## config.mk

```make
export PLATFORM = sky130hd
export DESIGN_NAME = card_slot_irq
export DESIGN_NICKNAME = d
export VERILOG_FILES = /design/src/rtl/card_slot_pkg.sv /design/src/rtl/card_slot_sync.sv /design/src/rtl/card_slot_evt.sv /design/src/rtl/card_slot_irq.sv
export SDC_FILE = /design/constraint.sdc
export NUM_CORES = 1
export LEC_CHECK = 0
export BUFFER_PORTS_ARGS = -buffer_cell sky130_fd_sc_hd__buf_4
export CAP_MARGIN = 20
export CELL_PAD_IN_SITES_DETAIL_PLACEMENT = 0
export CELL_PAD_IN_SITES_GLOBAL_PLACEMENT = 1
export CORE_UTILIZATION = 36
export CTS_BUF_LIST = sky130_fd_sc_hd__clkbuf_4 sky130_fd_sc_hd__clkbuf_8
export DETAILED_ROUTE_END_ITERATION = 10
export PLACE_DENSITY = 0.83
export SKIP_CTS_REPAIR_TIMING = 1
export SLEW_MARGIN = 20
export SYNTH_ARGS = -nofsm -noshare
export SYNTH_HDL_FRONTEND = slang
export SYNTH_HIERARCHICAL = 1
export SYNTH_SLANG_ARGS = --single-unit
```

## constraint.sdc

```tcl
create_clock -name clk -period 1.7 [get_ports clk]
set_clock_uncertainty 0.2 [all_clocks]
set_input_delay 0.255 -clock clk [delete_from_list [all_inputs] [get_ports clk]]
set_output_delay 0.255 -clock clk [all_outputs]
set_load 0.01 [all_outputs]
```

## src/rtl/card_slot_pkg.sv

```systemverilog
// Package: shared register addresses and bit positions for the card slot
// presence and interrupt controller. Assumes a 2-bit byte register address.
package card_slot_pkg;
    localparam int ADDR_W = 2;
    localparam int DATA_W = 8;

    localparam logic [ADDR_W-1:0] ADDR_STAT = 2'd0;
    localparam logic [ADDR_W-1:0] ADDR_EVT  = 2'd1;
    localparam logic [ADDR_W-1:0] ADDR_EN   = 2'd2;

    localparam int BIT_RO   = 1;
    localparam int BIT_PRS  = 2;
    localparam int BIT_BUSY = 7;
    localparam int BIT_REM  = 2;
    localparam int BIT_INS  = 3;
    localparam int BIT_GLB  = 7;

    localparam logic [DATA_W-1:0] INS_MASK = 8'h08;
    localparam logic [DATA_W-1:0] REM_MASK = 8'h04;
    localparam logic [DATA_W-1:0] EN_MASK  = 8'h8C;
endpackage

```

## src/rtl/card_slot_sync.sv

```systemverilog
// Module: multi-stage synchroniser for a vector of slow asynchronous pins.
// Assumes each pin is quasi-static compared with the clock; every stage
// resets to zero synchronously.
module card_slot_sync #(
    parameter int W      = 3,
    parameter int STAGES = 2
) (
    input  logic         clk,
    input  logic         rst_n,
    input  logic [W-1:0] pin_i,
    output logic [W-1:0] sync_o
);
    logic [W-1:0] stg [STAGES];

    // Stage 0 samples the raw pins.
    always_ff @(posedge clk) begin
        if (!rst_n) stg[0] <= '0;
        else        stg[0] <= pin_i;
    end

    genvar s;
    generate
        for (s = 1; s < STAGES; s++) begin : g_stage
            // Each further stage resamples the previous one.
            always_ff @(posedge clk) begin
                if (!rst_n) stg[s] <= '0;
                else        stg[s] <= stg[s-1];
            end
        end
    endgenerate

    assign sync_o = stg[STAGES-1];
endmodule

```

## src/rtl/card_slot_evt.sv

```systemverilog
// Module: insert/remove edge detector with sticky write-1-to-clear event bits.
// Assumes prs_i is already synchronised. A new edge wins over a clear that
// arrives at the same clock edge.
module card_slot_evt (
    input  logic clk,
    input  logic rst_n,
    input  logic prs_i,
    input  logic clr_ins_i,
    input  logic clr_rem_i,
    output logic ins_o,
    output logic rem_o
);
    logic prs_q;
    logic rise;
    logic fall;

    // Holds last cycle's presence level for edge detection.
    always_ff @(posedge clk) begin
        if (!rst_n) prs_q <= 1'b0;
        else        prs_q <= prs_i;
    end

    assign rise = prs_i & ~prs_q;
    assign fall = ~prs_i & prs_q;

    // Sticky insert and remove bits: a set beats a clear.
    always_ff @(posedge clk) begin
        if (!rst_n) begin
            ins_o <= 1'b0;
            rem_o <= 1'b0;
        end else begin
            ins_o <= rise | (ins_o & ~clr_ins_i);
            rem_o <= fall | (rem_o & ~clr_rem_i);
        end
    end

    assert_ins_edge_R2: assert property (@(posedge clk) disable iff (!rst_n)
        $rose(prs_i) |=> ins_o);
    assert_rem_edge_R3: assert property (@(posedge clk) disable iff (!rst_n)
        $fell(prs_i) |=> rem_o);
    assert_w1c_R4: assert property (@(posedge clk) disable iff (!rst_n)
        (clr_ins_i && !(prs_i && !prs_q)) |=> !ins_o);
    assert_set_wins_R8: assert property (@(posedge clk) disable iff (!rst_n)
        (clr_rem_i && $fell(prs_i)) |=> rem_o);
endmodule

```

## src/rtl/card_slot_irq.sv

```systemverilog
// Module: card slot presence/status registers and interrupt generation.
// Assumes a single-cycle write strobe and combinational read data.
// Address 0 is read-only status, 1 is write-1-to-clear events, 2 is enables.
module card_slot_irq
    import card_slot_pkg::*;
#(
    parameter int SYNC_STAGES = 2
) (
    input  logic              clk,
    input  logic              rst_n,
    input  logic              slot_cd,
    input  logic              slot_wp,
    input  logic              slot_rdy,
    input  logic [ADDR_W-1:0] reg_addr,
    input  logic              reg_we,
    input  logic [DATA_W-1:0] reg_wdata,
    output logic [DATA_W-1:0] reg_rdata,
    output logic              irq
);
    localparam int NPIN = 3;

    logic [NPIN-1:0]   pin_s;
    logic              ins_evt;
    logic              rem_evt;
    logic [DATA_W-1:0] en_q;
    logic [DATA_W-1:0] stat_v;
    logic [DATA_W-1:0] evt_v;
    logic              evt_wr;
    logic              clr_ins;
    logic              clr_rem;

    card_slot_sync #(.W(NPIN), .STAGES(SYNC_STAGES)) u_sync (
        .clk    (clk),
        .rst_n  (rst_n),
        .pin_i  ({~slot_rdy, slot_wp, slot_cd}),
        .sync_o (pin_s)
    );

    assign evt_wr  = reg_we && (reg_addr == ADDR_EVT);
    assign clr_ins = evt_wr && |(reg_wdata & INS_MASK);
    assign clr_rem = evt_wr && |(reg_wdata & REM_MASK);

    card_slot_evt u_evt (
        .clk       (clk),
        .rst_n     (rst_n),
        .prs_i     (pin_s[0]),
        .clr_ins_i (clr_ins),
        .clr_rem_i (clr_rem),
        .ins_o     (ins_evt),
        .rem_o     (rem_evt)
    );

    // Enable register: only the defined enable bits are stored.
    always_ff @(posedge clk) begin
        if (!rst_n)                                en_q <= '0;
        else if (reg_we && reg_addr == ADDR_EN)    en_q <= reg_wdata & EN_MASK;
    end

    // Assemble status and event views with reserved bits held at zero.
    always_comb begin
        stat_v           = '0;
        stat_v[BIT_PRS]  = pin_s[0];
        stat_v[BIT_RO]   = pin_s[1];
        stat_v[BIT_BUSY] = pin_s[2];
        evt_v            = '0;
        evt_v[BIT_INS]   = ins_evt;
        evt_v[BIT_REM]   = rem_evt;
    end

    // Read multiplexer.
    always_comb begin
        case (reg_addr)
            ADDR_STAT: reg_rdata = stat_v;
            ADDR_EVT:  reg_rdata = evt_v;
            ADDR_EN:   reg_rdata = en_q;
            default:   reg_rdata = '0;
        endcase
    end

    assign irq = en_q[BIT_GLB] & |(evt_v & en_q);

    assert_resv_zero_R7: assert property (@(posedge clk) disable iff (!rst_n)
        (reg_addr == ADDR_EVT) |-> ((reg_rdata & ~(INS_MASK | REM_MASK)) == '0));
endmodule

```

# == Yosys cells after proc, flatten, opt, wreduce, memory -nomap -nowiden ==
# Memories as Yosys holds them, arrays and structs flattened.
# Cells that the tools add are included.
# classes
eq_ne,2
muxes,5
bitwise_logic,15
n_reduce_logical,6
# ops
op,n
$pmux 8 s3,1
$and 4x8->8,1
$reduce_or 8->1,1
$mux 3,2
$and 1x1->1,5
$not 1->1,5
$logic_and 1x1->1,4
$or 1x1->1,4
$eq 2x1->1 const B,1
$eq 2x2->1 const B,1
$logic_not 2->1,1
$mux 1,2
# word_totals
regBits,6
ramBits,6
inputBits,16
out_inout_bits,9
wordCells,33
n_memories,1
# mem_list
memory,depth,width,rd,rd_clocked_by_memory_dff,wr,line,source
u_sync.stg,2,3,2,0,2,card_slot_sync.sv:13,logic [W-1:0] stg [STAGES];

# == Logic depth before layout (Yosys ltp) ==
# Gate-level depths: netlist of run 1.
# depth
depth_word,6
depth_mapped,4
mapped_depth_nobuf,4

# == By module ==
# The synthesis of run 1 kept the hierarchy.
# by_module_without_submodules
module,n_inst,cells_per_inst,area_per_inst_um2,seq_area_each_um2
card_slot_irq,1,32,260.2,60.1
card_slot_sync,1,12,157.7,120.1
card_slot_evt,1,10,113.9,60.1

# == Worst setup path before layout of run 1 ==
# OpenSTA, ideal clock, no wires.
# synth_path
path_type,input to output
start,in reg_addr[1]
end,out reg_rdata[3]
arrival_ns,0.629
t_required_ns,1.245
slack_ns,0.616
stages,2
path_buffers,0
cell_sequence,nor2b_1 -> a22o_1
# synth_via
elab_chain_cells,2
word_cells_on_any_way,4
classes_between,eq/ne: 2; mux: 1; reduce/logical: 1
# synth_lines
element,line,source
start: declaration,card_slot_irq.sv:14,"input logic [ADDR_W-1:0] reg_addr,"
$eq 2x2->1 (tied with other cells),card_slot_irq.sv:72,case (reg_addr)
$pmux 8 s3 (*),card_slot_irq.sv:72,
end: declaration,card_slot_irq.sv:17,"output logic [DATA_W-1:0] reg_rdata,"
# Every way passes the cells marked *; elsewhere a longest branch is shown, timed or not.

==> results of run 1 <==
synthesized netlist by cell type:
library cell  number  area share [%]
a21boi_1           1             1.4
a21boi_2           1             2.1
a22o_1             1             1.6
a22oi_1            1             1.4
and2_1             6             7.1
and2_2             1             1.4
and3_1             2             2.4
and3b_1            1             1.6
buf_4              4             5.6
buf_6              1             2.1
conb_1             1            0.71
dfxtp_1           12              45
inv_1              1            0.71
mux2i_1            5             9.4
nand2_1            6             4.2
nand2b_1           3             3.5
nand2b_2           1             1.6
nor2_1             1            0.71
nor2b_1            2             2.4
nor2b_2            1             1.6
nor3b_1            1             1.4
o2bb2ai_1          1             1.6
kinds of logic (layout without fill, tap and decap cells):
group                  Yosys count  after routing
AND/OR/NAND/NOR                 25             25
other                            1              4
buffers and inverters            6             21
multiplexers                     5              5
flip-flops                      12             12
AO/OA/AOI/OAI                    5              5
metal layers:
layer  track usage (%)  up-vias  wire [um]
met2              18.3       17        387
li1                  -      204          -
met4              12.5        0         13
met1              15.0      166        405
met5                 0        -          0
met3              8.33        2         61
power by group through the flow:
stage                     registers [mW]  clock network, mW  logic (mW)
after detailed placement           0.305                  0      0.0605
after global placement             0.305                  0      0.0592
after floorplan                    0.303                  0      0.0374
final                              0.298              0.166      0.0635
after CTS                          0.298              0.178      0.0606
after global routing               0.300              0.194      0.0712
sequential cells by signal, indices dropped and copies added (netlist names):
signal,count
u_evt/ins_o,1
u_evt/rem_o,1
en_q,3
u_evt/prs_q,1
u_sync/stg,6
stage by stage:
stage | instance area [um2] | hold slack, ns | utilization, % | cells
floorplan | 543 | 0.177 | - | 57
global placement | 633 | 0.213 | 47.5 | 82
detailed placement | 633 | 0.216 | 47.5 | 82
CTS | 656 | -0.0190 | 49.2 | 85
global route | 676 | 0.0408 | 50.7 | 87
finish | 676 | 0.0439 | 50.7 | 87
final cells by class:
type / instances / area share [%]
clock buffers: 3 / 3.33
inverters: 1 / 0.556
multi-input cells: 39 / 38.1
flip-flops and latches: 12 / 35.6
well taps: 15 / 2.78
repair buffers: 17 / 19.6
path summary, 6_finish.rpt:
path              cells after the start               end  slack [ns]
setup reg to reg                      2       u_evt/rem_o        0.81
hold reg to reg                       1  u_sync/stg[1][1]        0.23
setup / recovery                      3      reg_rdata[2]        0.24
hold / removal                        3           en_q[7]        0.04
critical path, cell delays in order (launching register included):
cell and delay [ns]:
dfxtp_1 0.37, mux2i_1 0.08, o2bb2ai_1 0.15, buf_4 0.14
==> metrics.md, run 1 <==
| Metric | Value |
|---|---|
| Status | `complete, no violations` |
| Tcrit/Tclk final | `85.8%` |
| Post-Synth XOR/XNOR Area | `0%` |
| Skew-Pair Late Insertion Delay | `0.26 ns` |
| Seq. cell area | `240 um2` |
| Die Ht | `40.4 um` |
| Crit path required time | `roughly 1.2 ns` |
| Main combinational cell family by area after synthesis | `simple AND/OR/NAND/NOR gates` |
| Final WL | `around 870 um` |
| Design Power | `around 530 uW` |
| Seq cells post-synth | `12` |
| Remaining antenna violation count | `0` |
| Setup crit end kind | `output port` |
| Clock Tree Root | `clkbuf_4` |
| Reg clk slew, reported paths | `0.07 ns` |
| Setup slack at placement | `between 0.3 and 0.4 ns` |
| Die X | `40.4 um` |
| Fin Setup TNS | `0 ns` |
| Max Slew Vio Count | `0` |
| YS warnings | `6` |
| Internal | `411 uW` |
| Placeable Area | `1330 um2` |
| Post-Synthesis Cells | `54` |
| Pin count of the biggest net entering global routing | `16` |
| Number of H-tree levels | `1` |
| Initial antenna violation count | `0` |
| # nets final | `90` |
| Min-delay worst type | `in2reg` |
| Die ar. | `1630 um2` |
| Post-synthesis adder-cell area fraction | `0%` |
| Peak VDD IR | `0.000395 V` |
| GPL Wtd Cong | `0.697` |
| Cell row count | `13` |
| First-pass GRT wire length | `about 1400 um` |
| Iter 0 DRT Violations | `4` |
| Switching share of power | `approximately 22%` |
| PnR worst setup slack | `0.241 ns` |
| Comb pwr share | `12.0%` |
| Setup violators final | `0` |
| CTS tree | `done` |
| Crit path launch | `u_sync/stg[1][0]` |
| Initial Utilization | `roughly 40%` |
| CP Launch Type | `register` |
| # fillers | `approximately 140` |
| Most frequent cells in the layout | `buf_4 (15), dfxtp_1 (12), nand2_1 (6), and2_1 (6), mux2i_1 (5)` |
| CTS max path bufs | `2` |
| Area of the multi-input gates | `258 um2` |
| Simple-gate share of the synthesized area | `28.0%` |
| GRT Resource Usage Total | `13.8%` |
| Post-synthesis mux area share | `a little under a tenth` |
| DRC | `0` |
| Per-cell routed wire length | `9.97 um` |
| PortBufs | `15` |
| Unrepaired setup endpoints after global routing | `false` |
| Fmax | `0.686 GHz` |
| Syn Area/Cell | `9.85 um2` |
| Commonest non-fill, non-tap cell in the layout | `buf_4` |
| DP HPWL | `approximately 640 um` |
| Drt pass-1 iters | `4` |
| Drt via density | `4.47` |
| Clock power share | `around a third` |
| Synth Area in Compound Gates | `under 10%` |
| Final min period | `around 1.5 ns` |
| Fin. Hold Viols | `0` |
| CP max FO | `4` |
| Sequential area share after synthesis | `a little under half` |
| Area grow syn2layout | `27.1%` |
| Max cap viols | `0` |
| Reg-to-Reg Start | `u_sync/stg[1][0]` |
| # diodes | `0` |
| Setup CP Type | `reg2out` |
| Num CTS Buffers | `3` |
| Clock tree sinks | `12` |
| Critical hold path startpoint | `reg_wdata[7]` |
| Static leakage | `between 0.3 and 0.4 nW` |
| Arr. time, crit path | `1.00 ns` |
| Yosys cell types | `22` |
| Vias in the first global route | `315` |
| Ratio of cells with drive above 1 in the final layout | `between 30% and 40%` |
| Sw power | `116 uW` |
| IO Count | `25` |
| Via count | `389` |
| Power Density | `between 700 and 800 nW/um2` |
| Sequential Power Share | `56.5%` |
| Area of the mapped netlist | `between 500 and 600 um2` |
| Congestion Overflow GR | `0` |
Power figures use the tool's default switching activity.
==> run 2, diff against run 1 <==
Settings changed: CORE_UTILIZATION 36 to 33, CTS_BUF_LIST sky130_fd_sc_hd__clkbuf_4 sky130_fd_sc_hd__clkbuf_8 to default, PLACE_DENSITY 0.83 to 0.77.
==> metrics.md, run 2 (same netlist as run 1, synthesis figures left out) <==
| Metric | Value |
|---|---|
| Hold path cells | `3` |
| Vias in the first global route | `around 370` |
| # nets final | `90` |
| Max incr delay on CP | `0.38 ns` |
| DRC | `0` |
| Remaining antenna violation count | `0` |
| Via count | `roughly 400` |
| Clock tree sinks | `12` |
| DP Area | `~630 um2` |
| Status | `complete, no violations` |
| Arr. time, crit path | `approximately 1 ns` |
| Min-delay worst type | `in2reg` |
| Skew-Pair Late Insertion Delay | `0.26 ns` |
| Peak VDD IR | `0.000373 V` |
| CTS max path bufs | `2` |
| Fin Setup TNS | `0 ns` |
| Fin. Hold Viols | `0` |
| Die Ht | `42.1 um` |
| Final min period | `1.46 ns` |
| Number of cells on the critical path | `3` |
| Power Density | `839 nW/um2` |
| # fillers | `147` |
| Setup slack at placement | `0.356 ns` |
| Setup crit end kind | `output port` |
| Per-cell routed wire length | `just under 10 um` |
| Clock power share | `a little under two fifths` |
| Sw power | `120 uW` |
| Final WL | `863 um` |
| CTS tree | `done` |
| GPL Wtd Cong | `0.791` |
| # diodes | `0` |
| Placeable Area | `1510 um2` |
| Static leakage | `0.313 nW` |
| Tcrit/Tclk final | `86.2%` |
| Clock Tree Root | `clkbuf_4` |
| Leading registers by flop count | `u_sync/stg x6, en_q x3` |
| Area grow syn2layout | `29.9%` |
| Congestion Overflow GR | `0` |
| Worst path top cell family by delay | `flip-flops` |
| PnR worst setup slack | `0.235 ns` |
| Reg with most FFs | `u_sync/stg` |
| Internal | `459 uW` |
| Commonest non-fill, non-tap cell in the layout | `buf_4` |
| Max cap viols | `0` |
| CP Launch Type | `register` |
| Fmax | `0.683 GHz` |
| Initial antenna violation count | `0` |
| Pin count of the biggest net entering global routing | `16` |
| Reg clk slew, reported paths | `0.07 ns` |
| Ratio of cells with drive above 1 in the final layout | `31.5%` |
| Max reg flops | `6` |
| Worst path cell trace | `mux2i_1 > o2bb2ai_1 > buf_4` |
| Die X | `42.1 um` |
| Iter 0 DRT Violations | `6` |
| Crit path required time | `1.24 ns` |
| Comb pwr share | `10.9%` |
| Drt via density | `around 4.5` |
| Num CTS Buffers | `3` |
| DP HPWL | `around 660 um` |
| PortBufs | `15` |
| Drt pass-1 iters | `2` |
| Sequential Power Share | `~50%` |
| Cell row count | `14` |
| Setup CP Type | `reg2out` |
| CP max FO | `4` |
| Setup violators final | `0` |
| Die ar. | `~1800 um2` |
| Number of H-tree levels | `1` |
| Max Slew Vio Count | `0` |
| Fin area | `691 um2` |
| Unrepaired setup endpoints after global routing | `false` |
| Most frequent cells in the layout | `buf_4 (15), dfxtp_1 (12), nand2_1 (6), and2_1 (6), mux2i_1 (5)` |
| Initial Utilization | `35.3%` |
| IO Count | `25` |
| GRT Resource Usage Total | `11.6%` |
| Switching share of power | `between 20% and 30%` |
| CP max-delay cell | `dfxtp_1` |
| R2r worst-path depth | `2` |
| Buf/Inv on CP | `1` |
| First-pass GRT wire length | `1490 um` |
## run 2: changes by cell type in the layout (fill, tap and decap cells not counted)
cell / before / now
clkbuf_8: 0 / 1
## run 2: final cells by class
| class | instances | area [um2] | area share, % |
|---|---|---|---|
| well taps | 16 | 20.0 | 2.90 |
| inverters | 1 | 3.75 | 0.543 |
| multi-input cells | 39 | 258 | 37.3 |
| flip-flops and latches | 12 | 240 | 34.8 |
| clock buffers | 4 | 36.3 | 5.25 |
| repair buffers | 17 | 133 | 19.2 |
## run 2: worst paths after layout
kind	start	endpoint	slack [ns]
min	reg_wdata[7]	en_q[7]	0.05
max reg2reg	u_sync/stg[1][0]	u_evt/rem_o	0.80
max	u_sync/stg[1][0]	reg_rdata[2]	0.24
min reg2reg	u_sync/stg[0][1]	u_sync/stg[1][1]	0.23
## run 2: stage by stage
stage | hold slack, ns | util, % | cells | total power, mW
after floorplan | 0.177 | - | 57 | 0.341
after global placement | 0.209 | 42.1 | 83 | 0.364
after detailed placement | 0.212 | 42.1 | 83 | 0.365
after CTS | -0.0169 | 44.5 | 87 | 0.588
after global routing | 0.0231 | 45.8 | 89 | 0.623
final | 0.0489 | 45.8 | 89 | 0.580
## run 2: metal layers
| layer | routed length [um] | track usage, % |
|---|---|---|
| met2 | 385 | 18.1 |
| met3 | 57 | 3.88 |
| met5 | 0 | 0 |
| met1 | 406 | 12.0 |
| met4 | 13 | 11.3 |
## run 2: power groups by stage
stage | logic [mW] | clock network, mW | registers, mW
2_1_floorplan | 0.0374 | 0 | 0.303
3_3_place_gp | 0.0595 | 0 | 0.305
3_5_place_dp | 0.0601 | 0 | 0.305
4_1_cts | 0.0604 | 0.229 | 0.298
5_1_grt | 0.0703 | 0.253 | 0.300
6_report | 0.0634 | 0.218 | 0.298
## run 2: tightest hold or removal path, stage by stage
cell,delay (ns)
buf_4,0.11
nand2_1,0.04
mux2i_1,0.06
